[config.mk]
export PLATFORM = sky130hd
export DESIGN_NAME = ranged_bcd_counter
export DESIGN_NICKNAME = d
export VERILOG_FILES = /design/src/rtl/bcd_seg_pkg.sv /design/src/rtl/tick_gen.sv /design/src/rtl/range_counter.sv /design/src/rtl/digit_encoder.sv /design/src/rtl/ranged_bcd_counter.sv
export SDC_FILE = /design/constraint.sdc
export NUM_CORES = 1
export LEC_CHECK = 0
export BUFFER_PORTS_ARGS = -buffer_cell sky130_fd_sc_hd__buf_2
export CAP_MARGIN = 20
export CORE_AREA = 2 2 59 61
export DETAILED_ROUTE_END_ITERATION = 10
export DIE_AREA = 0 0 61 63
export GPL_TIMING_DRIVEN = 0
export PLACE_DENSITY_LB_ADDON = 0.05
export REMOVE_ABC_BUFFERS = 1
export SLEW_MARGIN = 20
export SYNTH_ARGS = -nofsm -noshare
export SYNTH_HDL_FRONTEND = slang
export SYNTH_HIERARCHICAL = 1
export SYNTH_SLANG_ARGS = --single-unit
[constraint.sdc]
create_clock -name clk -period 6.92 [get_ports clk]
set_input_delay 0.346 -clock clk [delete_from_list [all_inputs] [get_ports clk]]
set_output_delay 0.346 -clock clk [all_outputs]
set_load 0.1 [all_outputs]
[src/rtl/bcd_seg_pkg.sv]
package bcd_seg_pkg;
  localparam int SEG_W = 7;
  typedef logic [SEG_W-1:0] seg_t;

  // Active-low segment code, bit 6 = g ... bit 0 = a; non-decimal input blanks
  function automatic seg_t seg_of(input logic [3:0] d);
    seg_t s;
    case (d)
      4'd0: s = 7'b1000000;
      4'd1: s = 7'b1111001;
      4'd2: s = 7'b0100100;
      4'd3: s = 7'b0110000;
      4'd4: s = 7'b0011001;
      4'd5: s = 7'b0010010;
      4'd6: s = 7'b0000010;
      4'd7: s = 7'b1111000;
      4'd8: s = 7'b0000000;
      4'd9: s = 7'b0010000;
      default: s = 7'b1111111;
    endcase
    return s;
  endfunction
endpackage

[src/rtl/tick_gen.sv]
module tick_gen #(
  parameter int TICK_CYCLES = 50_000_000
) (
  input  logic clk,
  input  logic rst,
  output logic tick
);
  localparam int PH_W = (TICK_CYCLES > 1) ? $clog2(TICK_CYCLES) : 1;
  localparam logic [PH_W-1:0] LAST = PH_W'(TICK_CYCLES - 1);

  logic [PH_W-1:0] phase;

  assign tick = (phase == LAST);

  always_ff @(posedge clk) begin
    if (rst)       phase <= '0;
    else if (tick) phase <= '0;
    else           phase <= phase + 1'b1;
  end

  p_phase_bound_r2: assert property (@(posedge clk) disable iff (rst)
    phase <= LAST);

  generate
    if (TICK_CYCLES > 1) begin : g_isolated
      p_tick_single_r2: assert property (@(posedge clk) disable iff (rst)
        tick |=> !tick);
      p_reset_clears_r8: assert property (@(posedge clk)
        rst |=> !tick);
    end
  endgenerate
endmodule

[src/rtl/range_counter.sv]
module range_counter #(
  parameter int CNT_W = 4,
  parameter int LO    = 5,
  parameter int HI    = 14
) (
  input  logic             clk,
  input  logic             rst,
  input  logic             step,
  output logic [CNT_W-1:0] value
);
  localparam logic [CNT_W-1:0] LO_V = CNT_W'(LO);
  localparam logic [CNT_W-1:0] HI_V = CNT_W'(HI);

  logic outside;
  assign outside = (value < LO_V) || (value >= HI_V);

  always_ff @(posedge clk) begin
    if (rst)       value <= '0;
    else if (step) value <= outside ? LO_V : value + 1'b1;
  end

  p_reset_zero_r1: assert property (@(posedge clk)
    rst |=> value == '0);
  p_hold_r2: assert property (@(posedge clk) disable iff (rst)
    !step |=> $stable(value));
  p_enter_r3: assert property (@(posedge clk) disable iff (rst)
    step && value < LO_V |=> value == LO_V);
  p_step_r4: assert property (@(posedge clk) disable iff (rst)
    step && value >= LO_V && value < HI_V |=> value == $past(value) + 1'b1);
  p_wrap_r5: assert property (@(posedge clk) disable iff (rst)
    step && value == HI_V |=> value == LO_V);
  p_in_window_r3: assert property (@(posedge clk) disable iff (rst)
    value == '0 || (value >= LO_V && value <= HI_V));
endmodule

[src/rtl/digit_encoder.sv]
module digit_encoder
  import bcd_seg_pkg::*;
#(
  parameter int CNT_W = 4
) (
  input  logic [CNT_W-1:0] value,
  output seg_t             seg_tens_n,
  output seg_t             seg_units_n
);
  localparam int NDIG = 2;
  localparam logic [CNT_W-1:0] TEN = CNT_W'(10);

  logic       upper;
  logic [3:0] digit [NDIG];
  seg_t       seg   [NDIG];

  assign upper    = (value >= TEN);
  assign digit[1] = {3'b000, upper};
  assign digit[0] = upper ? 4'(value - TEN) : 4'(value);

  generate
    for (genvar i = 0; i < NDIG; i++) begin : g_dig
      assign seg[i] = seg_of(digit[i]);
    end
  endgenerate

  assign seg_tens_n  = seg[1];
  assign seg_units_n = seg[0];
endmodule

[src/rtl/ranged_bcd_counter.sv]
module ranged_bcd_counter #(
  parameter int TICK_CYCLES = 50_000_000,
  parameter int CNT_W       = 4,
  parameter int LO          = 5,
  parameter int HI          = 14
) (
  input  logic       clk,
  input  logic       rst,
  output logic [6:0] seg_tens_n,
  output logic [6:0] seg_units_n
);
  localparam logic [CNT_W-1:0] TEN = CNT_W'(10);

  logic             step;
  logic [CNT_W-1:0] value;

  tick_gen #(.TICK_CYCLES(TICK_CYCLES)) u_tick (
    .clk (clk), .rst (rst), .tick (step)
  );

  range_counter #(.CNT_W(CNT_W), .LO(LO), .HI(HI)) u_cnt (
    .clk (clk), .rst (rst), .step (step), .value (value)
  );

  digit_encoder #(.CNT_W(CNT_W)) u_enc (
    .value (value), .seg_tens_n (seg_tens_n), .seg_units_n (seg_units_n)
  );

  p_tens_zero_r6: assert property (@(posedge clk) disable iff (rst)
    value < TEN |-> seg_tens_n == 7'b1000000);
  p_tens_one_r6: assert property (@(posedge clk) disable iff (rst)
    value >= TEN |-> seg_tens_n == 7'b1111001);
  p_reset_display_r1: assert property (@(posedge clk)
    rst |=> seg_tens_n == 7'b1000000 && seg_units_n == 7'b1000000);
  p_seg_lit_r7: assert property (@(posedge clk) disable iff (rst)
    $countones(seg_units_n) <= 5);
endmodule

After elaboration in Yosys (flattened, before gate mapping)
Memory sizes are Yosys's and may differ from the RTL's.
Index checks and enable logic that the tools add are counted.
- memory bits (read-only): 224
- register bits after elaboration: 30
- input port bits: 2
- logic and storage cells: 15
- output and inout bits: 14
- memories kept: 2
- equal/unequal tests: 1
- muxes and demuxes: 2
- reductions and logical operators: 2
- add/subtract/negate cells: 3
- $lt $le $gt $ge: 3
- memories (name ; depth ; width ; read ports ; clocked after Yosys merged registers in ; wr ports ; RTL line ; source):
    (name not given) ; 16 ; 7 ; 1 ; 0 ; 0 ; bcd_seg_pkg.sv:8 ; case (d)
    (name not given) ; 16 ; 7 ; 1 ; 0 ; 0 ; bcd_seg_pkg.sv:8 ;
- operators by type and width (kind ; count):
    26-bit by 1-bit adder with 26-bit output (second input constant) ; 1
    26-bit equality test (second input constant) ; 1
    4-bit greater-or-equal comparator (second input constant) ; 2
    4-bit 2-to-1 mux ; 2
    4-bit by 1-bit adder with 4-bit output (second input constant) ; 1
    4-bit by 3-bit less-than comparator with 1-bit output (second input constant) ; 1
    4-bit subtractor (second input constant) ; 1
    2-bit OR reduction ; 1
    1-bit logical OR ; 1

Depth between registers and ports, before layout
Gate-level depths: netlist of the first run.
- word-level depth: 3
- gate-level depth with buffers: 8
- mapped depth without buffers: 7

By module
The synthesis of the first run kept the hierarchy.
- by module, submodules not included (module ; cells an instance ; times used ; seq. area each (µm²) ; area each (µm²)):
    tick_gen ; 147 ; 1 ; 520.5 ; 1257.5
    digit_encoder ; 64 ; 1 ; 0.0 ; 452.9
    range_counter ; 28 ; 1 ; 80.1 ; 245.2

Least setup slack after synthesis of the first run
OpenSTA, ideal clock, no wires.
- kind: flip-flop to output port
- start: reg u_cnt.value[3]
- end: out seg_units_n[3]
- data arrival time: 3.378 ns
- slack: 3.196 ns
- buffers on the path: 2
- required time: 6.574 ns
- cell stages (with the launch flop): 8
- cells stage by stage: dfxtp_1 buf_6 buf_8 nor2b_1 a21o_1 ha_1 a21oi_1 o21ai_0
- longest elaborated chain between the ends: 3
- elaborated cells between the ends (all ways): 4
- classes of those cells: add/sub: 1; order compare: 1; mux: 1; memory: 1
- ends and longest elaborated chain (item ; RTL line ; source):
    start: declaration ; range_counter.sv:9 ; output logic [CNT_W-1:0] value
    start signal: assignment ; range_counter.sv:19 ; else if (step) value <= outside ? LO_V : value + 1'b1;
    4-bit subtractor or 4-bit greater-or-equal comparator (tied branches) ; digit_encoder.sv:19, digit_encoder.sv:17 ;
    4-bit 2-to-1 mux (*) ; digit_encoder.sv:19 ; assign digit[0] = upper ? 4'(value - TEN) : 4'(value);
    memory 16 x 7 bit (*) ; - ;
    end: declaration ; ranged_bcd_counter.sv:10 ; output logic [6:0] seg_units_n
Every way passes the cells marked *; elsewhere a longest branch is shown, timed or not.

Worst setup path after layout of the first run
- start: reg u_cnt.value[3]
- end: out seg_units_n[1]
Same word-level chain as after synthesis.

==> results by group, run 1 <==
Timing
  – Final setup skew: ~0.0063 ns
  – Fin crit period: between 2 and 3 ns
  – RSZ-0062 raised after global routing: no
  – Fmax: 336.9 MHz
  – Fin. max-slew vios: 0
  – Final setup viols: 0
  – Slew HR: 0.3256
  – Setup_tns: 0 ns
  – Final period util: 0.4290
  – Hold Fails Final Rpt: 0
  – Measured slew at the worst slew-check pin: about 1.0 ns
  – Worst hold margin: between 0.2 and 0.3 ns

Outcome
  – Outcome: completed

Final layout
  – Most frequent cells in the layout: 30 x dfxtp_1, 22 x nor2_1, 17 x a21oi_1, 16 x nand2_1, 13 x o21ai_0
  – # diodes: 0
  – Layout Cells excl Fill: between 200 and 300
  – NumNets Final: approximately 250
  – Design Area, Final: 2007 um2
  – Final core utilization: 0.6210
  – Area grow syn2layout: 2.623%
  – # fillers: between 300 and 400
  – Commonest non-fill, non-tap cell in the layout: dfxtp_1
  – Share of layout cells above drive strength 1: 0.1333

Placement
  – Port Buf Inserts: 12
  – RD Place Congestion: 0.8665
  – DP Area: between 1500 and 2000 um2
  – HPWL Detailed: 2824 um
  – # placed instances: approximately 280

Critical path
  – Worst-path fanout max: 24
  – R2R Path End: u_cnt/value[3]
  – Critical path class: reg2out
  – Crit end category: output pin
  – Crit start category: flop
  – Worst R2R Start: u_tick/phase[0]
  – CP required: roughly 6.6 ns
  – FF-to-FF path depth: 7
  – Flop2flop setup slack: 4.12 ns
  – Crit path arrival time: around 2.6 ns

Yosys
  – Flops & latches, synth: 30
  – YS warnings: 6
  – Post-synth EDFFs: 0
  – Mapped Cells: 239
  – Cell Area, Synth: ~2000 um2
  – Ys flop type: dfxtp_1
  – Syn avg cell area: between 8 and 9 um2
  – Ys async rst share: 0
  – Seq/Total Area, Yosys: 0.3071
  – Unique masters post-synth: 54

Pwr
  – VDD IR max: 126.3 uV
  – Pleak: 0.6920 nW
  – Pwr dens: roughly 150 nW/um2

Detailed routing
  – Vias per inst: 5.934
  – First-iteration detailed-routing DRC count: 150
  – Antenna violation net count after detailed routing: 0
  – Wire per inst: approximately 14 um
  – DRT Pass-1 Iters: 5
  – DRC: 0
  – Routed wire length: 3904 um
  – Via Count: between 1500 and 2000

Floorplan
  – Ports: 16
  – Die W: about 61 um
  – Die height: roughly 63 um
  – Initial Util: 0.6051
  – Core Rows: 21
  – Core Region: roughly 3200 um2
  – Die area: roughly 3800 um2

Global routing
  – Vias in the first global route: roughly 1600
  – First-pass GRT wire length: ~7000 um
  – Initial antenna violation count: 0
  – Largest net degree at the start of global routing: 26
  – Grt total ovfl: 0
  – All-layer global routing usage: 0.2286

Clocking
  – Setup bufs post-CTS: 0
  – Clk_lat worst skew: roughly 0.34 ns
  – H-tree levels: 2
  – Post-cts resize count: 0
  – Clock sinks: 30
  – CTS tree: yes
  – CTS buffer count: 5
  – Clk root buf: clkbuf_4
  – Worst-path clk slew: approximately 0.10 ns
  – Max Root-Sink Buffers: 2
  – CTS Hold Bufs: 0

Min path
  – Hold EP: u_cnt/value[2]
  – Type of the most critical hold path: in2reg
  – Min-delay src: rst
  – Hold depth: 2

Run
  – Max-cap violations: 0
logic make-up after synthesis:
family | after synthesis | share of synthesized area
adders and majority gates | 8 | 0.05119
and+or+nand+nor | 102 | 0.3014
AOI/OAI and AO/OA | 53 | 0.1862
xor gates and xnor gates | 14 | 0.06270
buffers and inverters | 30 | 0.08765
other | 2 | 0.003840
DFF | 30 | 0.3071
critical path, stage by stage, from the launching register on:
cell and delay [ns]:
dfxtp_1 0.80, nor2b_1 0.25, a21o_1 0.16, ha_1 0.28
o22a_1 0.22, o22ai_1 0.13, buf_2 0.44
how the worst max path moves through the flow:
stage / startpoint / to / slack [ns] / cells past startpoint
final: u_cnt/value[3] / seg_units_n[1] / 3.95 / 6
after global routing: u_cnt/value[3] / seg_units_n[1] / 3.81 / 6
after CTS: u_cnt/value[3] / seg_units_n[1] / 3.98 / 6
after detailed placement: u_tick/phase[0] / u_cnt/value[3] / 4.14 / 7
after global placement: u_tick/phase[0] / u_cnt/value[3] / 4.26 / 7
after floorplan: u_cnt/value[3] / seg_units_n[3] / 3.18 / 5
cell usage after synthesis (all sizes together) (4+ instances only):
| master | count | share of area |
|---|---|---|
| dfxtp | 30 | 0.31 |
| nor2 | 23 | 0.045 |
| a21oi | 18 | 0.048 |
| buf | 16 | 0.060 |
| nand2 | 16 | 0.031 |
| o21ai | 13 | 0.033 |
| inv | 10 | 0.019 |
| nand3 | 10 | 0.026 |
| nand4 | 10 | 0.040 |
| ha | 8 | 0.051 |
| xor2 | 8 | 0.036 |
| or4 | 7 | 0.029 |
| nor3 | 6 | 0.015 |
| xnor2 | 6 | 0.027 |
| or3 | 5 | 0.016 |
| clkbuf | 4 | 0.0090 |
| o31ai | 4 | 0.022 |
registers in the layout, indices dropped and copies added, names as in the netlist:
signal        flops
u_cnt/value       4
u_tick/phase     26
per-layer routing:
metal  routed length, um  GRT usage  up-vias
met4                  52     0.1005        0
met2                1790     0.3522       58
met1                1840     0.2950      780
li1                    -          -      854
met5                   0          0        -
met3                 221    0.05797        5
final cells by class:
type	count	area [um2]	area share
clock buffer	6	51.30	0.02556
clock inverter	2	12.51	0.006234
inverter	10	37.54	0.01870
multi-input combinational	180	1187	0.5916
sequential	30	600.6	0.2993
tap	46	57.56	0.02868
timing repair buffer	12	60.06	0.02993
report_power, final:
part	total (W)	switching, W	internal [W]
logic	0.0000139	0.0000118	0.00000212
registers	0.000176	0.00000189	0.000174
clock network	0.000113	0.0000639	0.0000487
total	0.000302	0.0000775	0.000225
per-stage QoR:
stage / worst slack [ns] / power, W
after global placement: 4.257 / 0.0001935
after floorplan: 3.180 / 0.0001914
final: 3.951 / 0.0003024
after detailed placement: 4.140 / 0.0001938
after global routing: 3.814 / 0.0003145
after CTS: 3.977 / 0.0003043
No activity file was read; power rests on OpenSTA's default activity.
==> inputs of run 2 (changes only) <==
--- a/config.mk
+++ b/config.mk
@@ -7,9 +7,9 @@
 export LEC_CHECK = 0
 export BUFFER_PORTS_ARGS = -buffer_cell sky130_fd_sc_hd__buf_2
 export CAP_MARGIN = 20
-export CORE_AREA = 2 2 59 61
+export CORE_AREA = 2 2 64 66
 export DETAILED_ROUTE_END_ITERATION = 10
-export DIE_AREA = 0 0 61 63
+export DIE_AREA = 0 0 66 68
 export GPL_TIMING_DRIVEN = 0
 export PLACE_DENSITY_LB_ADDON = 0.05
 export REMOVE_ABC_BUFFERS = 1
==> constraint.sdc (replaced) <==
create_clock -name clk -period 2.4 [get_ports clk]
set_input_delay 0.12 -clock clk [delete_from_list [all_inputs] [get_ports clk]]
set_output_delay 0.12 -clock clk [all_outputs]
set_load 0.1 [all_outputs]
==> results by group, run 2 (synthesized netlist as in run 1, its figures left out) <==
Clocking
  – Max Root-Sink Buffers: 2 (unchanged)
  – H-tree levels: 2 (unchanged)
  – CTS buffer count: 5 (unchanged)
  – Clk root buf: clkbuf_8 (was clkbuf_4)
  – Clock sinks: 30 (unchanged)
  – CTS Hold Bufs: 0 (unchanged)
  – CTS tree: yes (unchanged)
  – Worst-path clk slew: 0.06 ns (was 0.10 ns)
  – Clk_lat worst skew: 0.28 ns (was 0.34 ns)

Global routing
  – All-layer global routing usage: 0.2147 (was 0.2286)
  – Vias in the first global route: 1561 (was 1607)
  – Initial antenna violation count: 0 (unchanged)
  – First-pass GRT wire length: 7314 um (was 6803 um)
  – Grt total ovfl: 0 (unchanged)
  – Largest net degree at the start of global routing: 25 (was 26)

Detailed routing
  – First-iteration detailed-routing DRC count: 59 (was 150)
  – Via Count: 1727 (was 1697)
  – Vias per inst: 5.874 (was 5.934)
  – Routed wire length: 4299 um (was 3904 um)
  – Antenna violation net count after detailed routing: 0 (unchanged)
  – DRC: 0 (unchanged)
  – DRT Pass-1 Iters: 4 (was 5)
  – Wire per inst: 14.62 um (was 13.65 um)

Final layout
  – Commonest non-fill, non-tap cell in the layout: dfxtp_1 (unchanged)
  – Share of layout cells above drive strength 1: 0.1680 (was 0.1333)
  – Reg with most FFs: u_tick/phase (unchanged)
  – # diodes: 0 (unchanged)
  – Max reg flops: 26 (unchanged)
  – Most frequent cells in the layout: 27 x dfxtp_1, 22 x nor2_1, 17 x a21oi_1, 16 x nand2_1, 13 x o21ai_0 (was 30 x dfxtp_1, 22 x nor2_1, 17 x a21oi_1, 16 x nand2_1, 13 x o21ai_0)
  – Area grow syn2layout: 10.36% (was 2.623%)
  – NumNets Final: 255 (was 249)
  – Layout Cells excl Fill: 294 (was 286)
  – Top Registers: u_tick/phase: 26 flops, u_cnt/value: 4 flops (unchanged)

Placement
  – RD Place Congestion: 0.7776 (was 0.8665)
  – Port Buf Inserts: 12 (unchanged)
  – HPWL Detailed: 2895 um (was 2824 um)
  – # placed instances: 282 (was 278)
  – Post-Place Setup Slack: -0.2962 ns (was 4.140 ns)

Critical path
  – Crit path arrival time: 2.13 ns (was 2.62 ns)
  – Worst-path fanout max: 16 (was 24)
  – Crit start category: flop (unchanged)
  – Worst setup path end: seg_units_n[5] (was seg_units_n[1])
  – Critical path class: reg2out (unchanged)
  – R2R Path End: u_cnt/value[3] (unchanged)
  – FF-to-FF path depth: 7 (unchanged)
  – Worst R2R Start: u_tick/phase[0] (unchanged)
  – CP required: 2.28 ns (was 6.57 ns)
  – CP startpoint: u_cnt/value[2] (was u_cnt/value[3])
  – Crit end category: output pin (unchanged)
  – Flop2flop setup slack: 0.22 ns (was 4.12 ns)

Pwr
  – Fraction of power spent switching nets: 0.2292 (was 0.2564)
  – Pleak: 0.7575 nW (was 0.6920 nW)
  – VDD IR max: 318.2 uV (was 126.3 uV)
  – Clk pwr share: 0.415 (was 0.372)
  – Pint: 0.0007351 W (was 0.0002249 W)
  – Design Power: 0.0009536 W (was 0.0003024 W)
  – Power share of the combinational group: 0.055 (was 0.046)
  – Pwr dens: 441.8 nW/um2 (was 150.7 nW/um2)
  – Sequential Power Share: 0.530 (was 0.582)
  – Net switching power: 0.0002185 W (was 0.00007752 W)

Timing
  – Setup WS post-layout: 0.1484 ns (was 3.951 ns)
  – Hold Fails Final Rpt: 0 (unchanged)
  – Fin. max-slew vios: 0 (unchanged)
  – Fmax: around 440 MHz
  – Worst hold margin: 0.1030 ns (was 0.2580 ns)
  – Fin crit period: roughly 2.3 ns
  – Final setup viols: 0 (unchanged)
  – Final period util: 0.9382
  – Final setup skew: 0.005625 ns (was 0.006258 ns)

Min path
  – Min-delay src: rst (unchanged)
  – Type of the most critical hold path: in2reg (unchanged)

Floorplan
  – Core Region: 3856 um2 (was 3232 um2)
  – Ports: 16 (unchanged)
  – Die height: 68 um (was 63 um)
  – Die W: 66 um (was 61 um)
  – Core Rows: 23 (was 21)
  – Initial Util: 0.5071 (was 0.6051)
  – Die area: 4488 um2 (was 3843 um2)

Run
  – Max-cap violations: 0 (unchanged)

Outcome
  – Outcome: completed (unchanged)
run 2: cell types whose count changed in the layout (fill, tap and decap cells not counted), moves of 2 or more:
cell      before  now
buf_12         0    2
buf_2         12    5
buf_4          0    7
clkbuf_4       5    3
clkbuf_8       1    6
dfxtp_1       30   27
dfxtp_4        0    2
run 2: power by group through the flow:
stage	clock (W)	combinational, W	sequential (W)
CTS	0.000411	0.0000524	0.000508
global placement	0	0.0000401	0.000519
finish	0.000396	0.0000524	0.000506
floorplan	0	0.0000342	0.000518
global route	0.000439	0.0000557	0.000506
detailed placement	0	0.0000408	0.000519
run 2: metrics by stage:
| stage | area, um2 | utilization | TNS, ns |
|---|---|---|---|
| after floorplan | 1826 | - | -8.413 |
| after global placement | 1948 | 0.5052 | -5.579 |
| after detailed placement | 1948 | 0.5052 | -6.838 |
| after CTS | 2125 | 0.5509 | -0.04557 |
| after global routing | 2158 | 0.5597 | -0.0001243 |
| final | 2158 | 0.5597 | 0 |
run 2: final cells by class:
| class | count | area, um2 |
|---|---|---|
| sequential | 30 | 609.3 |
| inverter | 10 | 37.54 |
| timing repair buffer | 17 | 140.1 |
| tap | 50 | 62.56 |
| fill | 364 | 1698 |
| multi-input combinational | 181 | 1226 |
| clock buffer | 6 | 82.58 |
run 2: worst min-delay path by stage:
stage | slack [ns] | depth (start not counted) | end
global route | 0.11 | 2 | u_cnt/value[3]
detailed placement | 0.41 | 2 | u_tick/phase[6]
global placement | 0.40 | 2 | u_cnt/value[3]
CTS | 0.09 | 2 | u_cnt/value[3]
finish | 0.10 | 2 | u_cnt/value[3]
floorplan | 0.19 | 1 | u_cnt/value[3]
run 2: metal layers:
layer / GRT usage / vias up / wire length, um
li1: - / 872 / -
met2: 0.3763 / 31 / 2244
met4: 0.08418 / 0 / 73
met5: 0 / - / 0
met1: 0.2500 / 816 / 1842
met3: 0.05921 / 8 / 138
run 2: timing repair:
item / in CTS / in global routing
setup buffers: 3 / 2
gates resized for setup: 10 / 7
cloned: 1 / 0
endpoints found under the setup margin: 36 / 11
pin swaps: 2 / 1
run 2: critical path, stage by stage (launching register included):
cell	delay (ns)
dfxtp_2	0.49
inv_1	0.14
ha_2	0.45
o21a_1	0.18
nor3_1	0.07
a311oi_2	0.20
buf_4	0.33
==> inputs of run 3 (changes only) <==
--- a/config.mk
+++ b/config.mk
@@ -5,11 +5,12 @@
 export SDC_FILE = /design/constraint.sdc
 export NUM_CORES = 1
 export LEC_CHECK = 0
+export ABC_AREA = 1
 export BUFFER_PORTS_ARGS = -buffer_cell sky130_fd_sc_hd__buf_2
 export CAP_MARGIN = 20
-export CORE_AREA = 2 2 64 66
+export CORE_AREA = 2 2 62 64
 export DETAILED_ROUTE_END_ITERATION = 10
-export DIE_AREA = 0 0 66 68
+export DIE_AREA = 0 0 64 66
 export GPL_TIMING_DRIVEN = 0
 export PLACE_DENSITY_LB_ADDON = 0.05
 export REMOVE_ABC_BUFFERS = 1
==> constraint.sdc (replaced) <==
create_clock -name clk -period 2.1 [get_ports clk]
set_input_delay 0.105 -clock clk [delete_from_list [all_inputs] [get_ports clk]]
set_output_delay 0.105 -clock clk [all_outputs]
set_load 0.1 [all_outputs]
==> results by group, run 3 <==
Yosys
  – Seq/Total Area, Yosys: 0.3013 (was 0.3071)
  – Unique masters post-synth: 26 (was 54)
  – Post-synth EDFFs: 0 (unchanged)
  – Synth Area in Compound Gates: 0.05524 (was 0.1862)
  – Synth top area cells: dfxtp_1 30%, nand2_1 15%, nor2_1 12% (was dfxtp_1 31%, ha_1 5.1%, a21oi_1 4.4%)
  – YS warnings: 6 (unchanged)
  – Flops & latches, synth: 30 (unchanged)
  – Ys async rst share: 0 (unchanged)
  – Ys flop type: dfxtp_1 (unchanged)
  – Multiplexer share of the synthesized area: 0 (unchanged)
  – Yosys top cell by area: dfxtp_1 (unchanged)
  – Mapped Cells: 316 (was 239)
  – Post-synthesis adder-cell area fraction: 0.05022 (was 0.05118)
  – Largest family of logic cells by synthesized area: simple AND/OR/NAND/NOR gates (unchanged)
  – Cell Area, Synth: 1993 um2 (was 1956 um2)
  – Xor/xnor cell area share of the yosys netlist: 0.05273 (was 0.06270)
  – Syn avg cell area: 6.307 um2 (was 8.183 um2)
  – Synth top cells by count: 82 x nand2_1, 65 x nor2_1, 40 x inv_1 (was 30 x dfxtp_1, 22 x nor2_1, 17 x a21oi_1)
  – Count leader, synth: nand2_1 (was dfxtp_1)
  – Simple-gate share of the synthesized area: 0.4200 (was 0.3013)
  – Yosys top cell area share: 0.3013 (was 0.3071)

Placement
  – RD Place Congestion: 0.8669 (was 0.7776)
  – Port Buf Inserts: 12 (unchanged)
  – Post-Place Setup Slack: -0.2095 ns (was -0.2962 ns)
  – # placed instances: 368 (was 282)
  – HPWL Detailed: 2911 um (was 2895 um)

Run
  – Max-cap violations: 0 (unchanged)

Global routing
  – Initial antenna violation count: 0 (unchanged)
  – Vias in the first global route: 1540 (was 1561)
  – Largest net degree at the start of global routing: 23 (was 25)
  – First-pass GRT wire length: 6872 um (was 7314 um)
  – Grt total ovfl: 0 (unchanged)
  – All-layer global routing usage: 0.2073 (was 0.2147)

Detailed routing
  – Routed wire length: 3887 um (was 4299 um)
  – First-iteration detailed-routing DRC count: 94 (was 59)
  – Via Count: 1809 (was 1727)
  – Antenna violation net count after detailed routing: 0 (unchanged)
  – DRT Pass-1 Iters: 4 (unchanged)
  – DRC: 0 (unchanged)
  – Wire per inst: 10.31 um (was 14.62 um)
  – Vias per inst: 4.798 (was 5.874)

Pwr
  – Design Power: 0.0009330 W (was 0.0009536 W)
  – VDD IR max: 309.6 uV (was 318.2 uV)
  – Pleak: 0.9588 nW (was 0.7575 nW)
  – Pwr dens: 426.3 nW/um2 (was 441.8 nW/um2)

Timing
  – Final setup skew: 0.006703 ns (was 0.005625 ns)
  – Fmax: about 510 MHz
  – Fin. max-slew vios: 0 (unchanged)
  – Hold Fails Final Rpt: 0 (unchanged)
  – Worst hold margin: 0.4426 ns (was 0.1030 ns)
  – Final setup viols: 0 (unchanged)
  – Final period util: 0.9334
  – Setup WS post-layout: 0.1398 ns (was 0.1484 ns)
  – Fin crit period: roughly 2.0 ns

Critical path
  – Worst R2R Start: u_tick/phase[0] (unchanged)
  – Worst setup path end: seg_units_n[4] (was seg_units_n[5])
  – Flop2flop setup slack: 0.19 ns (was 0.22 ns)
  – FF-to-FF path depth: 13 (was 7)
  – CP required: 2.00 ns (was 2.28 ns)
  – Crit end category: output pin (unchanged)
  – Crit path arrival time: 1.86 ns (was 2.13 ns)
  – Crit start category: flop (unchanged)
  – Worst-path fanout max: 6 (was 16)
  – CP startpoint: u_cnt/value[2] (unchanged)
  – Critical path class: reg2out (unchanged)
  – R2R Path End: u_cnt/value[3] (unchanged)

Clocking
  – Max Root-Sink Buffers: 2 (unchanged)
  – CTS tree: yes (unchanged)
  – Worst-path clk slew: 0.09 ns (was 0.06 ns)
  – H-tree levels: 2 (unchanged)
  – CTS buffer count: 5 (unchanged)
  – Clk root buf: clkbuf_4 (was clkbuf_8)
  – Clk_lat worst skew: 0.32 ns (was 0.28 ns)
  – Clock sinks: 30 (unchanged)

Final layout
  – Share of layout cells above drive strength 1: 0.1489 (was 0.1680)
  – Top Registers: u_tick/phase: 26 flops, u_cnt/value: 4 flops (unchanged)
  – Reg with most FFs: u_tick/phase (unchanged)
  – # diodes: 0 (unchanged)
  – Max reg flops: 26 (unchanged)
  – Layout Cells excl Fill: 377 (was 294)
  – # fillers: 335 (was 364)
  – Most frequent cells in the layout: 82 x nand2_1, 65 x nor2_1, 40 x inv_1, 26 x dfxtp_1, 21 x nand3_1 (was 27 x dfxtp_1, 22 x nor2_1, 17 x a21oi_1, 16 x nand2_1, 13 x o21ai_0)
  – NumNets Final: 339 (was 255)
  – Commonest non-fill, non-tap cell in the layout: nand2_1 (was dfxtp_1)
  – Area grow syn2layout: 9.793% (was 10.36%)

Floorplan
  – Ports: 16 (unchanged)
  – Core Region: 3551 um2 (was 3856 um2)
  – Die area: 4224 um2 (was 4488 um2)
  – Die W: 64 um (was 66 um)
  – Initial Util: 0.5613 (was 0.5071)
  – Core Rows: 22 (was 23)
  – Die height: 66 um (was 68 um)

Outcome
  – Outcome: completed (unchanged)

Min path
  – Type of the most critical hold path: reg2reg (was in2reg)
-- run 3: cell count changes in the layout (fill, tap and decap cells not counted), sizes merged, moves of 7 or more --
cell,before,now
nand2,16,94
or4,7,0
nor2,23,69
a21oi,18,10
inv,10,42
nand3,10,22
-- run 3: stage by stage --
stage,area (um2),setup TNS [ns],util
after floorplan,1922,-14.05,-
after global routing,2188,-0.02439,0.6163
after detailed placement,2042,-0.6522,0.5751
final,2188,0,0.6163
after global placement,2042,-0.4505,0.5751
after CTS,2130,0,0.5997
-- run 3: worst min path at each step --
| stage | from | to | slack (ns) | cells past startpoint |
|---|---|---|---|---|
| finish | u_tick/phase[0] | u_tick/phase[0] | 0.44 | 1 |
| detailed placement | rst | u_cnt/value[2] | 0.33 | 2 |
| global route | u_tick/phase[0] | u_tick/phase[0] | 0.46 | 1 |
| CTS | u_tick/phase[0] | u_tick/phase[0] | 0.47 | 1 |
| global placement | rst | u_cnt/value[2] | 0.33 | 2 |
| floorplan | rst | u_cnt/value[2] | 0.17 | 1 |
-- run 3: kinds of logic (layout without fill, tap and decap cells) --
kind of cell    Yosys count  in the layout
fa+ha+maj                 8              8
simple gates            194            194
buf+inv                  51             63
xor+xnor                 12             12
other cells               2              3
compound gates           19             19
flops                    30             30
-- run 3: layout make-up --
type,count,area [um2],area share
Clock buffer,7,45.04,0.02058
Inverter,42,157.7,0.07204
Multi-Input combinational cell,236,1182,0.5403
Sequential cell,30,608.1,0.2779
Tap cell,48,60.06,0.02744
Timing Repair Buffer,14,135.1,0.06175
-- run 3: critical path, stage by stage, from the launching register on --
cell and delay (ns):
dfxtp_2 0.40, inv_2 0.07, o21ai_2 0.14, nand2_2 0.10, inv_1 0.09, ha_1 0.17, nor2_1 0.05, o21ai_0 0.20
nand2_1 0.08, buf_4 0.24
-- run 3: power breakdown --
part           switching (W)  total [W]  internal (W)
clock network       0.000182   0.000308      0.000126
registers         0.00000464   0.000577      0.000572
logic              0.0000391  0.0000479    0.00000880
total               0.000226   0.000933      0.000707
-- run 3: repair_timing --
action	in CTS	in global routing
buffers inserted	0	1
endpoints found under the setup margin	11	11
gates resized for setup	11	14
pin swaps	0	1
hold buffers	1	0
endpoints found under the hold margin	1	0
-- run 3: layer usage --
layer	GRT usage	up-vias	wire length (um)
li1	-	984	-
met1	0.2916	793	2025
met2	0.3138	27	1692
met3	0.05111	5	135
met4	0.05707	0	34
met5	0	-	0
